==> config.mk <==
export PLATFORM = sky130hd
export DESIGN_NAME = udma_burst_ctl
export DESIGN_NICKNAME = d
export VERILOG_FILES = /design/src/rtl/udma_pkg.sv /design/src/rtl/udma_sync.sv /design/src/rtl/udma_edge_det.sv /design/src/rtl/udma_burst_fsm.sv /design/src/rtl/udma_rd_path.sv /design/src/rtl/udma_wr_path.sv /design/src/rtl/udma_burst_ctl.sv
export SDC_FILE = /design/constraint.sdc
export NUM_CORES = 1
export LEC_CHECK = 0
export ABC_AREA = 1
export BUFFER_PORTS_ARGS = -buffer_cell sky130_fd_sc_hd__buf_4
export CORE_UTILIZATION = 30
export CTS_CLUSTER_SIZE = 10
export DETAILED_ROUTE_END_ITERATION = 10
export PLACE_DENSITY = 0.5
export SLEW_MARGIN = 25
export SYNTH_ARGS = -nofsm -noshare
export SYNTH_HDL_FRONTEND = slang
export SYNTH_SLANG_ARGS = --single-unit
export TNS_END_PERCENT = 30
==> constraint.sdc <==
create_clock -name clk -period 1.6 [get_ports clk]
set_input_delay 0.4 -clock clk [delete_from_list [all_inputs] [get_ports clk]]
set_output_delay 0.4 -clock clk [all_outputs]
set_load 0.01 [all_outputs]
==> src/rtl/udma_pkg.sv <==
// Package: shared state and direction encodings for the Ultra DMA burst controller.
package udma_pkg;
    typedef enum logic [2:0] {
        ST_IDLE      = 3'd0,
        ST_WAIT_ACK  = 3'd1,
        ST_RD_BURST  = 3'd2,
        ST_WR_BURST  = 3'd3,
        ST_TERMINATE = 3'd4
    } burst_state_e;

    typedef enum logic {
        DIR_WRITE = 1'b0,
        DIR_READ  = 1'b1
    } burst_dir_e;
endpackage

==> src/rtl/udma_sync.sv <==
// Multi-stage synchronizer for asynchronous host inputs.
// Assumes each bit is treated on its own; buses must be qualified by a
// separately synchronized strobe delayed by the same number of stages.
module udma_sync #(
    parameter int              WIDTH   = 1,
    parameter int              STAGES  = 2,
    parameter logic [WIDTH-1:0] RST_VAL = '0
) (
    input  logic             clk,
    input  logic             rst_n,
    input  logic [WIDTH-1:0] d,
    output logic [WIDTH-1:0] q
);
    logic [WIDTH-1:0] stage_q [STAGES];

    for (genvar s = 0; s < STAGES; s++) begin : g_stage
        if (s == 0) begin : g_first
            // First stage samples the raw asynchronous input.
            always_ff @(posedge clk) begin
                if (!rst_n) stage_q[s] <= RST_VAL;
                else        stage_q[s] <= d;
            end
        end else begin : g_next
            // Later stages let metastability settle.
            always_ff @(posedge clk) begin
                if (!rst_n) stage_q[s] <= RST_VAL;
                else        stage_q[s] <= stage_q[s-1];
            end
        end
    end

    assign q = stage_q[STAGES-1];
endmodule

==> src/rtl/udma_edge_det.sv <==
// Level-change detector: compares a synchronized level with its delayed copy.
// Assumes the input is already in the clk domain.
module udma_edge_det #(
    parameter logic RST_VAL = 1'b1
) (
    input  logic clk,
    input  logic rst_n,
    input  logic lvl,
    output logic edge_o
);
    logic lvl_d;

    // Hold the previous synchronized level.
    always_ff @(posedge clk) begin
        if (!rst_n) lvl_d <= RST_VAL;
        else        lvl_d <= lvl;
    end

    assign edge_o = lvl ^ lvl_d;
endmodule

==> src/rtl/udma_burst_fsm.sv <==
// Burst state machine: request, acknowledge, read/write burst, termination.
// Assumes cmd_rd/cmd_wr/udma_en are synchronous; dmack_n_s and stop_s are
// already synchronized. A read command wins if both are pending.
module udma_burst_fsm
    import udma_pkg::*;
(
    input  logic         clk,
    input  logic         rst_n,
    input  logic         udma_en,
    input  logic         cmd_rd,
    input  logic         cmd_wr,
    input  logic         dmack_n_s,
    input  logic         stop_s,
    input  logic         rd_busy,
    output burst_state_e state,
    output burst_dir_e   dir,
    output logic         dmarq,
    output logic         rd_go,
    output logic         rd_active,
    output logic         wr_en
);
    burst_state_e state_q, state_d;
    burst_dir_e   dir_q;
    logic         want;

    assign want = udma_en && (cmd_rd || cmd_wr);

    // Next-state selection.
    always_comb begin
        state_d = state_q;
        case (state_q)
            ST_IDLE:      if (want) state_d = ST_WAIT_ACK;
            ST_WAIT_ACK: begin
                if (!want)          state_d = ST_IDLE;
                else if (!dmack_n_s) state_d = cmd_rd ? ST_RD_BURST : ST_WR_BURST;
            end
            ST_RD_BURST: begin
                if (dmack_n_s)              state_d = ST_IDLE;
                else if (stop_s && !rd_busy) state_d = ST_TERMINATE;
            end
            ST_WR_BURST: begin
                if (dmack_n_s)   state_d = ST_IDLE;
                else if (stop_s) state_d = ST_TERMINATE;
            end
            ST_TERMINATE: if (dmack_n_s) state_d = ST_IDLE;
            default:      state_d = ST_IDLE;
        endcase
    end

    // State register.
    always_ff @(posedge clk) begin
        if (!rst_n) state_q <= ST_IDLE;
        else        state_q <= state_d;
    end

    // Latch the burst direction when the host acknowledges.
    always_ff @(posedge clk) begin
        if (!rst_n)
            dir_q <= DIR_WRITE;
        else if (state_q == ST_WAIT_ACK && state_d != ST_WAIT_ACK && state_d != ST_IDLE)
            dir_q <= cmd_rd ? DIR_READ : DIR_WRITE;
    end

    assign state     = state_q;
    assign dir       = dir_q;
    assign dmarq     = (state_q == ST_WAIT_ACK) || (state_q == ST_RD_BURST) ||
                       (state_q == ST_WR_BURST);
    assign rd_go     = (state_q == ST_RD_BURST) && !stop_s;
    assign rd_active = (state_q == ST_RD_BURST) ||
                       (state_q == ST_TERMINATE && dir_q == DIR_READ);
    assign wr_en     = (state_q == ST_WR_BURST);

    // a burst is never entered straight from idle.
    assert_ack_gate_R1: assert property (@(posedge clk) disable iff (!rst_n)
        (state_q == ST_IDLE) |=> !(state_q inside {ST_RD_BURST, ST_WR_BURST}));

    // a high acknowledge in any burst state ends it.
    assert_release_R2: assert property (@(posedge clk) disable iff (!rst_n)
        ((state_q inside {ST_RD_BURST, ST_WR_BURST, ST_TERMINATE}) && dmack_n_s)
        |=> (state_q == ST_IDLE));

    // termination waits for the acknowledge to rise.
    assert_term_hold_R6: assert property (@(posedge clk) disable iff (!rst_n)
        (state_q == ST_TERMINATE && !dmack_n_s) |=> (state_q == ST_TERMINATE));
endmodule

==> src/rtl/udma_rd_path.sv <==
// Read data path: loads a word, then toggles the device strobe one cycle later.
// Assumes hrdy_n_s is the synchronized host-ready (active low).
module udma_rd_path #(
    parameter int DATA_W = 16
) (
    input  logic              clk,
    input  logic              rst_n,
    input  logic              rd_active,
    input  logic              rd_go,
    input  logic              hrdy_n_s,
    input  logic              rd_avail,
    input  logic [DATA_W-1:0] rd_data,
    output logic              rd_pop,
    output logic              dstrobe,
    output logic [DATA_W-1:0] data_out,
    output logic              busy
);
    logic              phase_q;
    logic              dstrobe_q;
    logic [DATA_W-1:0] data_q;
    logic              load;

    assign load = rd_go && !hrdy_n_s && rd_avail && !phase_q;

    // Two-phase sequencing: set up data, then strobe it.
    always_ff @(posedge clk) begin
        if (!rst_n) begin
            phase_q   <= 1'b0;
            dstrobe_q <= 1'b1;
            data_q    <= '0;
        end else if (!rd_active) begin
            phase_q   <= 1'b0;
            dstrobe_q <= 1'b1;
        end else if (phase_q) begin
            dstrobe_q <= ~dstrobe_q;
            phase_q   <= 1'b0;
        end else if (load) begin
            data_q  <= rd_data;
            phase_q <= 1'b1;
        end
    end

    assign rd_pop   = load;
    assign dstrobe  = dstrobe_q;
    assign data_out = data_q;
    assign busy     = phase_q;

    // data is stable across every strobe change.
    assert_data_setup_R3: assert property (@(posedge clk) disable iff (!rst_n)
        (rd_active && $past(rd_active) && !$stable(dstrobe_q)) |-> $stable(data_q));

    // no strobe change without a word loaded under host-ready.
    assert_pause_R4: assert property (@(posedge clk) disable iff (!rst_n)
        (rd_active && $past(rd_active) && $past(hrdy_n_s) && !$past(phase_q))
        |-> $stable(dstrobe_q));
endmodule

==> src/rtl/udma_wr_path.sv <==
// Write capture path: one word per host strobe edge while the burst allows it.
// Assumes data_s is delayed to align with the detected strobe edge.
module udma_wr_path #(
    parameter int DATA_W = 16
) (
    input  logic              clk,
    input  logic              rst_n,
    input  logic              wr_en,
    input  logic              strobe_edge,
    input  logic [DATA_W-1:0] data_s,
    output logic              wr_valid,
    output logic [DATA_W-1:0] wr_word
);
    logic              valid_q;
    logic [DATA_W-1:0] word_q;

    // Capture the aligned word on either strobe edge.
    always_ff @(posedge clk) begin
        if (!rst_n) begin
            valid_q <= 1'b0;
            word_q  <= '0;
        end else begin
            valid_q <= wr_en && strobe_edge;
            if (wr_en && strobe_edge) word_q <= data_s;
        end
    end

    assign wr_valid = valid_q;
    assign wr_word  = word_q;

    // captures happen only out of a write burst cycle.
    assert_capture_gate_R7: assert property (@(posedge clk) disable iff (!rst_n)
        wr_valid |-> $past(wr_en));
endmodule

==> src/rtl/udma_burst_ctl.sv <==
// Top: Ultra DMA burst pin-role controller (device side).
// Synchronizes host pins, runs the burst FSM and maps the shared pins
// to their read or write burst roles. Assumes bus_in is stable from before
// a host strobe edge until SYNC_STAGES+2 clocks after it.
module udma_burst_ctl
    import udma_pkg::*;
#(
    parameter int DATA_W      = 16,
    parameter int SYNC_STAGES = 2
) (
    input  logic              clk,
    input  logic              rst_n,
    input  logic              udma_en,
    input  logic              cmd_rd,
    input  logic              cmd_wr,
    input  logic              dmack_n,
    input  logic              stop_req,
    input  logic              host_pin,
    input  logic [DATA_W-1:0] bus_in,
    input  logic              rd_avail,
    input  logic [DATA_W-1:0] rd_data,
    output logic              rd_pop,
    output logic              dmarq,
    output logic              dev_pin,
    output logic [DATA_W-1:0] bus_out,
    output logic              bus_oe,
    output logic              wr_valid,
    output logic [DATA_W-1:0] wr_word
);
    localparam int CTRL_W = 3;

    logic [CTRL_W-1:0] ctrl_s;
    logic              hpin_s, dmack_n_s, stop_s;
    logic [DATA_W-1:0] data_s;
    logic              hpin_edge;
    burst_state_e      state;
    burst_dir_e        dir;
    logic              rd_go, rd_active, wr_en, rd_busy, dstrobe;

    udma_sync #(.WIDTH(CTRL_W), .STAGES(SYNC_STAGES), .RST_VAL(3'b110)) u_ctrl_sync (
        .clk(clk), .rst_n(rst_n), .d({host_pin, dmack_n, stop_req}), .q(ctrl_s));
    assign {hpin_s, dmack_n_s, stop_s} = ctrl_s;

    udma_sync #(.WIDTH(DATA_W), .STAGES(SYNC_STAGES), .RST_VAL('0)) u_data_sync (
        .clk(clk), .rst_n(rst_n), .d(bus_in), .q(data_s));

    udma_edge_det #(.RST_VAL(1'b1)) u_edge (
        .clk(clk), .rst_n(rst_n), .lvl(hpin_s), .edge_o(hpin_edge));

    udma_burst_fsm u_fsm (
        .clk(clk), .rst_n(rst_n), .udma_en(udma_en), .cmd_rd(cmd_rd), .cmd_wr(cmd_wr),
        .dmack_n_s(dmack_n_s), .stop_s(stop_s), .rd_busy(rd_busy),
        .state(state), .dir(dir), .dmarq(dmarq), .rd_go(rd_go),
        .rd_active(rd_active), .wr_en(wr_en));

    udma_rd_path #(.DATA_W(DATA_W)) u_rd (
        .clk(clk), .rst_n(rst_n), .rd_active(rd_active), .rd_go(rd_go),
        .hrdy_n_s(hpin_s), .rd_avail(rd_avail), .rd_data(rd_data), .rd_pop(rd_pop),
        .dstrobe(dstrobe), .data_out(bus_out), .busy(rd_busy));

    udma_wr_path #(.DATA_W(DATA_W)) u_wr (
        .clk(clk), .rst_n(rst_n), .wr_en(wr_en), .strobe_edge(hpin_edge),
        .data_s(data_s), .wr_valid(wr_valid), .wr_word(wr_word));

    // Device pin role follows the burst state and direction.
    always_comb begin
        case (state)
            ST_RD_BURST:  dev_pin = dstrobe;
            ST_WR_BURST:  dev_pin = 1'b0;
            ST_TERMINATE: dev_pin = (dir == DIR_READ) ? dstrobe : 1'b1;
            default:      dev_pin = 1'b1;
        endcase
    end

    assign bus_oe = rd_active;

    // once STOP has been seen the request stays down until idle.
    assert_stop_drop_R6: assert property (@(posedge clk) disable iff (!rst_n)
        (state == ST_TERMINATE) |-> !dmarq);

    // the device never drives the bus while the host is writing.
    assert_no_drive_on_write_R5: assert property (@(posedge clk) disable iff (!rst_n)
        wr_valid |-> !bus_oe);
endmodule

# Word-level counts from Yosys, hierarchy flattened

Memories as Yosys holds them, arrays and structs flattened. A register that Yosys moved wholly into a read port is not among the register bits.
Index checks and enable logic that the tools add are counted.

Register bits after elaboration: 24
Memory bits (writable): 38
Logic and storage cells: 66
Memories: 2

Eq/ne operators: 5
Muxes and demuxes: 20
Bitwise operators: 9
Reductions and logical operators: 23

Memories:

| name                | depth | bits a word | rd ports | clocked after Yosys merged registers in | wr ports | line            | source |
|---|---|---|---|---|---|---|---|
| u_data_sync.stage_q | 2     | 16          | 2        | 1                                       | 2        | udma_sync.sv:14 | `logic [WIDTH-1:0] stage_q [STAGES];` |
| u_ctrl_sync.stage_q | 2     | 3           | 2        | 0                                       | 2        | udma_sync.sv:14 |  |

Operators by type and width:

| kind                                                  | count |
|---|---|
| 2-to-1 mux 16 bit                                     | 2 |
| 2-to-1 mux 3 bit                                      | 10 |
| case mux 3 bit (5 select lines)                       | 1 |
| logical AND 1 bit                                     | 10 |
| == test 3 x 2 -> 1 bit, second input constant         | 2 |
| 2-to-1 mux 1 bit                                      | 6 |
| zero test 1 bit                                       | 4 |
| logical OR 1 bit                                      | 4 |
| NOT 1 bit                                             | 4 |
| bitwise OR 1 bit                                      | 4 |
| == test 3 x 1 -> 1 bit, second input constant         | 1 |
| == test 3 bit, second input constant                  | 1 |
| zero test 3 bit                                       | 1 |
| inequality test 3 x 1 -> 1 bit, second input constant | 1 |
| case mux 1 bit (3 select lines)                       | 1 |
| AND reduction 3 bit                                   | 1 |
| nonzero test 3 bit                                    | 1 |
| OR reduction 3 bit                                    | 1 |
| AND reduction 2 bit                                   | 1 |
| XOR 1 bit                                             | 1 |

# Longest topological paths before layout

Gate-level depths: netlist of the first run.

Word-level depth: 8
Gate-level depth with buffers: 8
Gate-level depth less buffers: 7

# By module

From an unflattened synthesis of the first run, not the netlist that was laid out.

Cells, all modules: 440
Area, all modules: 3088.0 sq um

Modules (own cells, without submodules):

| module                  | instances | cells an instance | area an instance (sq um) | seq. area each (sq um) |
|---|---|---|---|---|
| udma_rd_path            | 1         | 147               | 923.4                    | 360.3 |
| udma_sync (u_data_sync) | 1         | 99                | 914.6                    | 640.6 |
| udma_wr_path            | 1         | 105               | 699.4                    | 340.3 |
| udma_burst_fsm          | 1         | 54                | 304.0                    | 80.1 |
| udma_sync (u_ctrl_sync) | 1         | 18                | 165.2                    | 120.1 |
| udma_edge_det           | 1         | 7                 | 42.5                     | 20.0 |
| udma_burst_ctl          | 1         | 10                | 38.8                     | 0.0 |

# Worst setup path before layout of the first run

Ideal clock, no wire load.

Kind: register to output
Start point: reg u_fsm.state_q[1], in the netlist u_fsm.state[1]
End point: out dev_pin
Data arrival time: 1.088 ns
Slack: 0.112 ns
Cell stages (with the launch flop): 4
Path buffers: 0
Path through: dfxtp_1 > nand2_4 > o21ai_0 > a21oi_1

Word-level cells in the longest chain between the ends: 2
Elaborated cells on any way between the ends: 4

RTL lines:

| element                                                        | line                 | source |
|---|---|---|
| start, declared                                                | udma_burst_fsm.sv:22 | `burst_state_e state_q, state_d;` |
| start signal, assigned                                         | udma_burst_fsm.sv:53 | `else state_q <= state_d;` |
| == test 3 bit / == test 3 x 2 -> 1 bit (equally long branches) | udma_burst_ctl.sv:67 | `case (state)` |
| case mux 1 bit (3 select lines) *                              | udma_burst_ctl.sv:67 |  |
| end, declared                                                  | udma_burst_ctl.sv:24 | `output logic dev_pin,` |

Every way passes the cells marked *; elsewhere a longest branch is shown, timed or not.

# Worst setup path in the final report of the first run

Same ends and word-level chain as after synthesis.

==> results_dict.tcl, run 1 <==
set metrics [dict create \
    outcome "complete, but fails checks" \
    rows 35 \
    final_nets 476 \
    cts_hold_buf 0 \
    synthTopCellsByArea "dfxtp_1 (55%), nand2_1 (10%), nand3b_1 (8.4%)" \
    grt_usage_pct 13.2 \
    crit_required_ns 1.20 \
    drtIter0Drc 67 \
    num_antenna_cells 0 \
    p_comb_share_pct 6.3 \
    synth_top_family_by_area "simple AND/OR/NAND/NOR gates" \
    clkTransAtPathRegs_ns 0.08 \
    switching_share_pct 21.6 \
    grt_pass1_vias 2166 \
    antenna_found_initial 0 \
    synthCells 352 \
    power_switching_mw 0.790 \
    io_pins 78 \
    holdPathStages 3 \
    arrival_ns 1.24 \
    synth-xor-area-share_pct 0.307 \
    min_period_ns 1.64 \
    ant_nets 0 \
    min_period_over_period_pct 103 \
    synth_top_area_share_pct 54.7 \
    synth_seq_cells 78 \
    peakVddDrop_v 0.000307 \
    syn_to_final_growth_pct 36.2 \
    timing.rr.start "u_fsm.state[2]$_SDFF_PN0_" \
    gp_congestion 0.804 \
    clock_tree.buffer_depth 2 \
    syn-num-nets 393 \
    die_y_um 99.6 \
    cts_tree "done" \
    grt_first_pass_wirelength_um 10100 \
    port-buffer-count 77 \
    synthMuxAreaShare_pct 0 \
    crit_type "reg -> out" \
    syn_avg_cell_area_um2 8.12 \
    yosys.area_share.simple_pct 31.3 \
    cts-root-buf "clkbuf_8" \
    setup-violations-final 3 \
    setup_slack_ns -0.0437 \
    place_hpwl_um 4060 \
    post-route-drc-count 0 \
    final_core_util_pct 42.1 \
    fillCellCount 963 \
    cap_violations 0 \
    routed_wl_um 5970 \
    hold_start "bus_in[5]" \
    synth_warnings 0 \
    skew_ns 0.0129 \
    synth-seq-area-share_pct 54.7 \
    yosysTopAreaCell "dfxtp_1" \
    grt_max_degree 53 \
    timing.hold.worst.class "in -> reg" \
    min_to "u_data_sync.stage_q[0][5]$_SDFF_PN0_" \
    cp-end-kind "primary output" \
    cts.sinks 78 \
    fmax_mhz 608 \
    maxSlewViolCount 0 \
    hold_violations 0 \
    dp_slack_ns 0.170 \
    die-area_mm2 0.00992 \
    synthesis.area_mm2 0.00286 \
    sequentialPowerShare_pct 54.6 \
    cts_htree_levels 3 \
    reg2reg_depth 8 \
    pwr-share-clk_pct 39.1 \
    clock_latency_ns 0.35 \
    vias_per_cell 4.00 \
    synth_fa_ha_area_share_pct 0 \
    final_common_cell "buf_4" \
    r2r_setup_slack_ns 0.39 \
    worstReg2RegEnd "u_fsm.state[1]$_SDFF_PN0_" \
    initial_utilization_pct 30.9 \
    vias 2275 \
    rsz0062_at_grt "true" \
    mostFrequentLayoutCells "buf_4 (85), nand2_1 (76), dfxtp_1 (75), nor2_1 (62), inv_1 (40)" \
    p_leak_nw 1.94 \
    die_w_um 99.6 \
    synth_compound_area_share_pct 4.12 \
    tightest_slew_ns 0.260 \
    cts-buffers-inserted 9 \
    drtPass1Iterations 4 \
    report.power.total_mw 3.66 \
    overflow 0 \
    core_area_mm2 0.00924 \
    worst-path-max-fanout 5 \
    p_int_mw 2.87 \
    synth_cell_types 22 \
    violations "setup timing" \
    drive_above_1_share_pct 28.6 \
    wl_per_cell_um 10.5 \
    cp-start-kind "flop" \
    power_density_mw_per_mm2 941 \
    relSlewSlack_pct 82.6 \
]
==> synth_stat cells <==
library cell	n
inv_2	2
nand2_1	78
o211ai_1	1
buf_8	1
or2_2	4
dfxtp_1	78
inv_6	1
buf_4	3
buf_2	9
nor2_4	1
a21oi_1	19
clkinv_1	1
nor2_8	2
buf_1	2
nor2_1	63
clkbuf_1	3
o21ai_0	3
nand2_4	2
nand3_1	5
nand3b_1	32
xor2_1	1
inv_1	41
==> state kept, by name, summed over array words and instances (netlist names) <==
name	count
u_ctrl_sync.stage_q	6
u_data_sync.stage_q	32
u_edge.lvl_d	1
u_fsm.dir	1
u_fsm.state	3
u_rd.busy	1
u_rd.data_out	16
u_rd.dstrobe	1
u_wr.wr_valid	1
u_wr.wr_word	16
==> stage by stage <==
stage / cell area [um2] / TNS [ns] / hold slack (ns) / std cells
finish: 3890 / -0.107 / 0.230 / 569
global route: 3890 / -0.382 / 0.217 / 569
CTS: 3890 / -0.150 / 0.222 / 569
detailed placement: 3600 / 0 / 0.395 / 548
global placement: 3600 / 0 / 0.395 / 548
floorplan: 2860 / 0 / 0.390 / 352
==> critical path: stages (launching register included) <==
cell,delay [ns]
dfxtp_4,0.38
nor2_4,0.12
nand3_2,0.10
o21ai_4,0.09
a21oi_2,0.07
buf_4,0.14
==> power by group through the flow <==
| stage | combinational (mW) | sequential [mW] | clock [mW] |
|---|---|---|---|
| finish | 0.231 | 2.00 | 1.43 |
| detailed placement | 0.230 | 2.05 | 0 |
| floorplan | 0.122 | 2.04 | 0 |
| global placement | 0.231 | 2.05 | 0 |
| global route | 0.259 | 2.00 | 1.58 |
| CTS | 0.234 | 2.00 | 1.48 |
==> metal layers <==
layer / track usage, % / vias to the layer above / part of all wire [%]
met5: 0 / - / 0
met2: 18.5 / 56 / 40
li1: - / 1232 / -
met3: 4.50 / 7 / 5.3
met4: 6.79 / 0 / 1.7
met1: 17.8 / 980 / 53
==> logic make-up (layout without fill, tap and decap cells) <==
logic type	count (synthesis)	count (layout)
buf+inv	63	151
xor+xnor	1	1
simple gates	187	187
flops	78	78
compound gates	23	23
==> worst max-delay path by stage <==
stage	from	to
after global placement	u_fsm.state[1]$_SDFF_PN0_	bus_oe
after global routing	u_fsm.state[0]$_SDFF_PN0_	dev_pin
final	u_fsm.state[1]$_SDFF_PN0_	dev_pin
after CTS	u_fsm.state[2]$_SDFF_PN0_	dev_pin
after floorplan	u_fsm.state[1]$_SDFF_PN0_	dev_pin
after detailed placement	u_fsm.state[1]$_SDFF_PN0_	dev_pin
==> layout make-up <==
type	instances	area (um2)	share of cell area [%]
clock buffer	13	149	3.83
tap	129	161	4.15
clock inverter	3	43.8	1.13
multi-input combinational	211	1070	27.5
sequential	78	1570	40.4
timing repair buffer	90	721	18.5
inverter	45	176	4.54
==> what timing repair did <==
action                     4_1_cts  5_1_grt
setup endpoints to repair        3        4
buffers inserted                 5        0
gates resized for setup         18        1
pin swaps                        3        0
Power figures use the tool's default switching activity.
==> inputs of run 2 (changes only) <==
--- a/config.mk
+++ b/config.mk
@@ -10,7 +10,7 @@
 export CORE_UTILIZATION = 30
 export CTS_CLUSTER_SIZE = 10
 export DETAILED_ROUTE_END_ITERATION = 10
-export PLACE_DENSITY = 0.5
+export PLACE_DENSITY = 0.48
 export SLEW_MARGIN = 25
 export SYNTH_ARGS = -nofsm -noshare
 export SYNTH_HDL_FRONTEND = slang
==> run 2 against run 1 <==
Net effect: the flow still finishes with violations (setup timing); critical path depth shrank 1; count of clock-buffer cells in the layout is the same; die area is the same; core utilization down 0.11 points; global-route usage is 0.43 points lower; hold slack gained 0.012 ns; non-clock buffer count shrank 1; register-to-register slack got worse by 0.02 ns; cell count fell by 0.18%; sequential power about the same; clock skew about the same.
==> results_dict.tcl, run 2 (synthesized netlist as in run 1, its figures left out) <==
set metrics [dict create \
    p_comb_share_pct 6.5 \
    p_int_mw 2.88 \
    peakVddDrop_v 0.000333 \
    critPathTopFamily "buffers and inverters" \
    regArea_mm2 0.00158 \
    setup-violations-final 2 \
    final_nets 475 \
    crit_buf_inv 3 \
    wl_met2_um 2560 \
    core_area_mm2 0.00924 \
    cpMostUsedCell "buf_4" \
    cts_htree_levels 3 \
    hold_violations 0 \
    die_y_um 99.6 \
    rsz0062_at_grt "true" \
    cap_violations 0 \
    cpMaxStageDelayCell "dfxtp_4" \
    cts-buffers-inserted 9 \
    power_switching_mw 0.784 \
    maxSlewViolCount 0 \
    ant_nets 0 \
    drive_above_1_share_pct 28.9 \
    arrival_ns 1.25 \
    crit_required_ns 1.20 \
    largest_reg_flops 32 \
    skew_ns 0.0129 \
    tightest_slew_ns 0.261 \
    setup_slack_ns -0.0450 \
    relSlewSlack_pct 82.5 \
    syn_to_final_growth_pct 35.8 \
    dp_slack_ns 0.157 \
    post-route-drc-count 0 \
    grt_max_degree 55 \
    fmax_mhz 608 \
    timing.hold.worst.class "in -> reg" \
    clock_tree.buffer_depth 2 \
    max_stage_delay_ns 0.37 \
    antenna_found_initial 0 \
    vias 2208 \
    cts_tree "done" \
    regMostFlops "u_data_sync.stage_q" \
    p_leak_nw 1.94 \
    num_antenna_cells 0 \
    drtPass1Iterations 5 \
    wl_met3_um 282 \
    drtIter0Drc 102 \
    grt_pass1_vias 2130 \
    wl_per_cell_um 10.6 \
    worstPathCellList "buf_4 > o21ai_4 > buf_4 > buf_6" \
    violations "setup timing" \
    overflow 0 \
    die-area_mm2 0.00992 \
    min_period_ns 1.65 \
    die_w_um 99.6 \
    grt_first_pass_wirelength_um 10000 \
    worst-path-max-fanout 5 \
    cp-end-kind "primary output" \
    io_pins 78 \
    final_common_cell "buf_4" \
    cts.sinks 78 \
    fillCellCount 943 \
    routed_wl_um 6020 \
    switching_share_pct 21.4 \
    finalSetupTns_ns -0.0860 \
    multi_input_area_mm2 0.00106 \
    vias_per_cell 3.89 \
    outcome "complete, but fails checks" \
    power_density_mw_per_mm2 944 \
    sequentialPowerShare_pct 54.6 \
    met1Wirelength_um 3060 \
    gp_congestion 0.842 \
    clock_latency_ns 0.34 \
    mostFrequentLayoutCells "buf_4 (84), nand2_1 (76), dfxtp_1 (73), nor2_1 (62), inv_1 (39)" \
    highest_layer "met4" \
    initial_utilization_pct 30.9 \
    place_hpwl_um 3990 \
    cts_hold_buf 0 \
    grt_usage_pct 12.7 \
    min_period_over_period_pct 103 \
    rows 35 \
    cp-start-kind "flop" \
    pwr-share-clk_pct 38.9 \
    crit_type "reg -> out" \
    cts-root-buf "clkbuf_8" \
    port-buffer-count 77 \
    clkTransAtPathRegs_ns 0.07 \
]
## run 2: timing repair
action / in CTS / in global routing
pin swaps: 1 / 1
setup buffers: 2 / 2
cloned: 0 / 0
gates resized for setup: 14 / 8
setup endpoints to repair: 3 / 3
## run 2: worst paths after layout
kind                            depth (start not counted)                                  start                               endpoint  slack (ns)
worst max-delay path                                    4              u_fsm.state[0]$_SDFF_PN0_                                 bus_oe       -0.05
worst max register to register                          8              u_fsm.state[2]$_SDFF_PN0_              u_fsm.state[1]$_SDFF_PN0_        0.37
worst min register to register                          2  u_data_sync.stage_q[0][13]$_SDFF_PN0_  u_data_sync.stage_q[1][13]$_SDFF_PN0_        0.41
worst min-delay path                                    3                              bus_in[2]   u_data_sync.stage_q[0][2]$_SDFF_PN0_        0.24
## run 2: power groups by stage
stage               Combinational (mW)  Sequential, mW  Clock, mW
floorplan                        0.122            2.04          0
detailed placement               0.230            2.05          0
finish                           0.238            2.00       1.42
CTS                              0.238            2.00       1.49
global placement                 0.230            2.05          0
global route                     0.269            2.00       1.58
## run 2: worst register-to-register path, cell delays in order (launching register included)
cell     delay (ns)
dfxtp_4        0.37
inv_4          0.06
nand2_4        0.09
nor2_4         0.14
buf_12         0.20
nand2_1        0.11
nand2_1        0.09
nor2_1         0.04
nor2_1         0.07
## run 2: metal layers
layer  vias to the layer above  global-route usage (%)
li1                       1228                       -
met1                       919                    17.9
met2                        53                    18.1
met3                         8                    3.16
met4                         0                    6.22
met5                         -                       0
## run 2: cell type report
| type | instances | area share [%] |
|---|---|---|
| timing repair buffer | 89 | 18.4 |
| clock buffer | 13 | 3.84 |
| multi-input combinational | 211 | 27.3 |
| inverter | 45 | 4.55 |
| clock inverter | 3 | 1.13 |
| sequential | 78 | 40.6 |
| tap | 129 | 4.16 |
## run 2: per-stage QoR
| stage | utilization (%) | instance area, um2 | power, mW | cells | hold WS, ns |
|---|---|---|---|---|---|
| after CTS | 41.6 | 3840 | 3.73 | 566 | 0.226 |
| after detailed placement | 39.0 | 3600 | 2.28 | 548 | 0.395 |
| after global routing | 42.0 | 3880 | 3.86 | 568 | 0.227 |
| after global placement | 39.0 | 3600 | 2.28 | 548 | 0.395 |
| after floorplan | - | 2860 | 2.16 | 352 | 0.390 |
| final | 42.0 | 3880 | 3.66 | 568 | 0.242 |
==> inputs of run 3 (changes only) <==
--- a/config.mk
+++ b/config.mk
@@ -8,6 +8,7 @@
 export ABC_AREA = 1
 export BUFFER_PORTS_ARGS = -buffer_cell sky130_fd_sc_hd__buf_4
 export CORE_UTILIZATION = 30
+export CTS_BUF_LIST = sky130_fd_sc_hd__clkbuf_8
 export CTS_CLUSTER_SIZE = 10
 export DETAILED_ROUTE_END_ITERATION = 10
 export PLACE_DENSITY = 0.48
==> constraint.sdc (replaced) <==
create_clock -name clk -period 1.8 [get_ports clk]
set_input_delay 0.45 -clock clk [delete_from_list [all_inputs] [get_ports clk]]
set_output_delay 0.45 -clock clk [all_outputs]
set_load 0.01 [all_outputs]
==> run 3 against run 2 <==
Net effect: the run now ends clean; worst setup slack better by 0.13 ns; critical endpoint is now dev_pin; register-to-register slack better by 0.09 ns; first-iteration DRC count is 56% lower; critical path type unchanged; cell count is 0.35% lower.
==> results_dict.tcl, run 3 (synthesized netlist as in run 1, its figures left out) <==
set metrics [dict create \
    setup_slack_ns 0.0823 \
    wl_per_cell_um 10.3 \
    cp-start-kind "flop" \
    initial_utilization_pct 30.9 \
    place_hpwl_um 3930 \
    mostFrequentLayoutCells "buf_4 (86), nand2_1 (76), dfxtp_1 (74), nor2_1 (62), inv_1 (41)" \
    final_nets 473 \
    regMostFlops "u_data_sync.stage_q" \
    fin_cells 566 \
    arrival_ns 1.27 \
    switching_share_pct 21.3 \
    gp_congestion 0.802 \
    finalSetupTns_ns 0 \
    drtIter0Drc 45 \
    cp-end-kind "primary output" \
    ant_nets 0 \
    routed_wl_um 5810 \
    grt_first_pass_wirelength_um 9700 \
    clock_tree.buffer_depth 2 \
    vias_per_cell 3.94 \
    num_antenna_cells 0 \
    crit_required_ns 1.35 \
    largest_reg_flops 32 \
    report.power.total_mw 3.55 \
    setup-violations-final 0 \
    min_period_over_period_pct 95.4 \
    p_int_mw 2.79 \
    antenna_found_initial 0 \
    p_comb_share_pct 5.6 \
    pwr-share-clk_pct 44.3 \
    drive_above_1_share_pct 28.4 \
    clkTransAtPathRegs_ns 0.08 \
    cts-buffers-inserted 9 \
    clock_latency_ns 0.34 \
    outcome "finished, final reports clean" \
    cap_violations 0 \
    grt_max_degree 55 \
    post-route-drc-count 0 \
    fin_hold_ws_ns 0.284 \
    dp_slack_ns 0.211 \
    overflow 0 \
    cpMaxStageDelayCell "dfxtp_2" \
    worstPathCellList "nor2_2 > nand3_1 > o21ai_2 > a21oi_1 > buf_4" \
    min_period_ns 1.72 \
    relSlewSlack_pct 76.4 \
    sequentialPowerShare_pct 50.1 \
    cts.sinks 78 \
    rows 35 \
    skew_ns 0.00710 \
    die_y_um 99.6 \
    max_stage_delay_ns 0.36 \
    maxSlewViolCount 0 \
    fmax_mhz 582 \
    p_leak_nw 1.93 \
    timing.hold.worst.class "in -> reg" \
    cts_tree "done" \
    placed_cells 546 \
    power_switching_mw 0.754 \
    crit_type "reg -> out" \
    cts-root-buf "clkbuf_8" \
    hold_violations 0 \
    drtPass1Iterations 4 \
    vias 2232 \
    tightest_slew_ns 0.354 \
    worst-path-max-fanout 5 \
    power_density_mw_per_mm2 919 \
    die_w_um 99.6 \
    final_common_cell "buf_4" \
    grt_pass1_vias 2108 \
    io_pins 78 \
    syn_to_final_growth_pct 35.2 \
    core_area_mm2 0.00924 \
    grt_usage_pct 12.5 \
    port-buffer-count 77 \
    peakVddDrop_v 0.000411 \
    cts_htree_levels 3 \
    cts_hold_buf 0 \
    rsz0062_at_grt "false" \
    die-area_mm2 0.00992 \
]
run 3: changes by cell type in the layout (fill, tap and decap cells not counted), moves of 2 or more:
cell / change
bufinv_16: +2
clkinvlp_4: +3
buf_4: +2
buf_6: -2
inv_1: +2
clkbuf_1: -3
buf_12: -2
dfxtp_4: -2
run 3: metrics by stage:
step           utilization [%]  area, um2
4_1_cts                   41.3       3820
2_1_floorplan                -       2860
6_report                  41.8       3860
3_5_place_dp              38.5       3560
5_1_grt                   41.8       3860
3_3_place_gp              38.5       3560
run 3: cell type report:
type,count,area [um2]
Fill cell,957,5380
Tap cell,129,161
Multi-Input combinational cell,211,1040
Timing Repair Buffer,87,666
Sequential cell,78,1570
Clock buffer,9,124
Clock inverter,7,121
Inverter,45,181
run 3: power groups by stage:
stage | logic (mW) | registers [mW] | clock network, mW
2_1_floorplan | 0.108 | 1.81 | 0
3_3_place_gp | 0.200 | 1.82 | 0
3_5_place_dp | 0.200 | 1.82 | 0
4_1_cts | 0.201 | 1.78 | 1.63
5_1_grt | 0.225 | 1.78 | 1.69
6_report | 0.197 | 1.78 | 1.57
run 3: timing repair:
| item | 4_1_cts | 5_1_grt |
|---|---|---|
| gates resized for setup | 7 | 5 |
| endpoints found under the hold margin | 0 | 0 |
| buffers inserted | 0 | 4 |
| setup endpoints to repair | 3 | 2 |
run 3: metal layers:
| metal | wire length (um) | vias up | global-route usage, % |
|---|---|---|---|
| met5 | 0 | - | 0 |
| met1 | 3040 | 945 | 17.3 |
| met3 | 293 | 10 | 2.81 |
| met2 | 2370 | 54 | 17.9 |
| met4 | 104 | 0 | 6.79 |
| li1 | - | 1223 | - |
run 3: path summary, 6_finish.rpt:
path                                         from                                    to  slack [ns]  cells after the start
max                     u_fsm.state[1]$_SDFF_PN0_                               dev_pin        0.08                      5
min                                     bus_in[9]  u_data_sync.stage_q[0][9]$_SDFF_PN0_        0.28                      3
max reg2reg             u_fsm.state[2]$_SDFF_PN0_             u_fsm.state[1]$_SDFF_PN0_        0.46                      8
min reg2reg  u_data_sync.stage_q[0][7]$_SDFF_PN0_  u_data_sync.stage_q[1][7]$_SDFF_PN0_        0.41                      2
run 3: critical path, delay by kind of cell (launching register included):
family	cells	cell delay, ns
compound gates	2	0.17
buf+inv	1	0.15
flops	1	0.36
simple gates	2	0.24
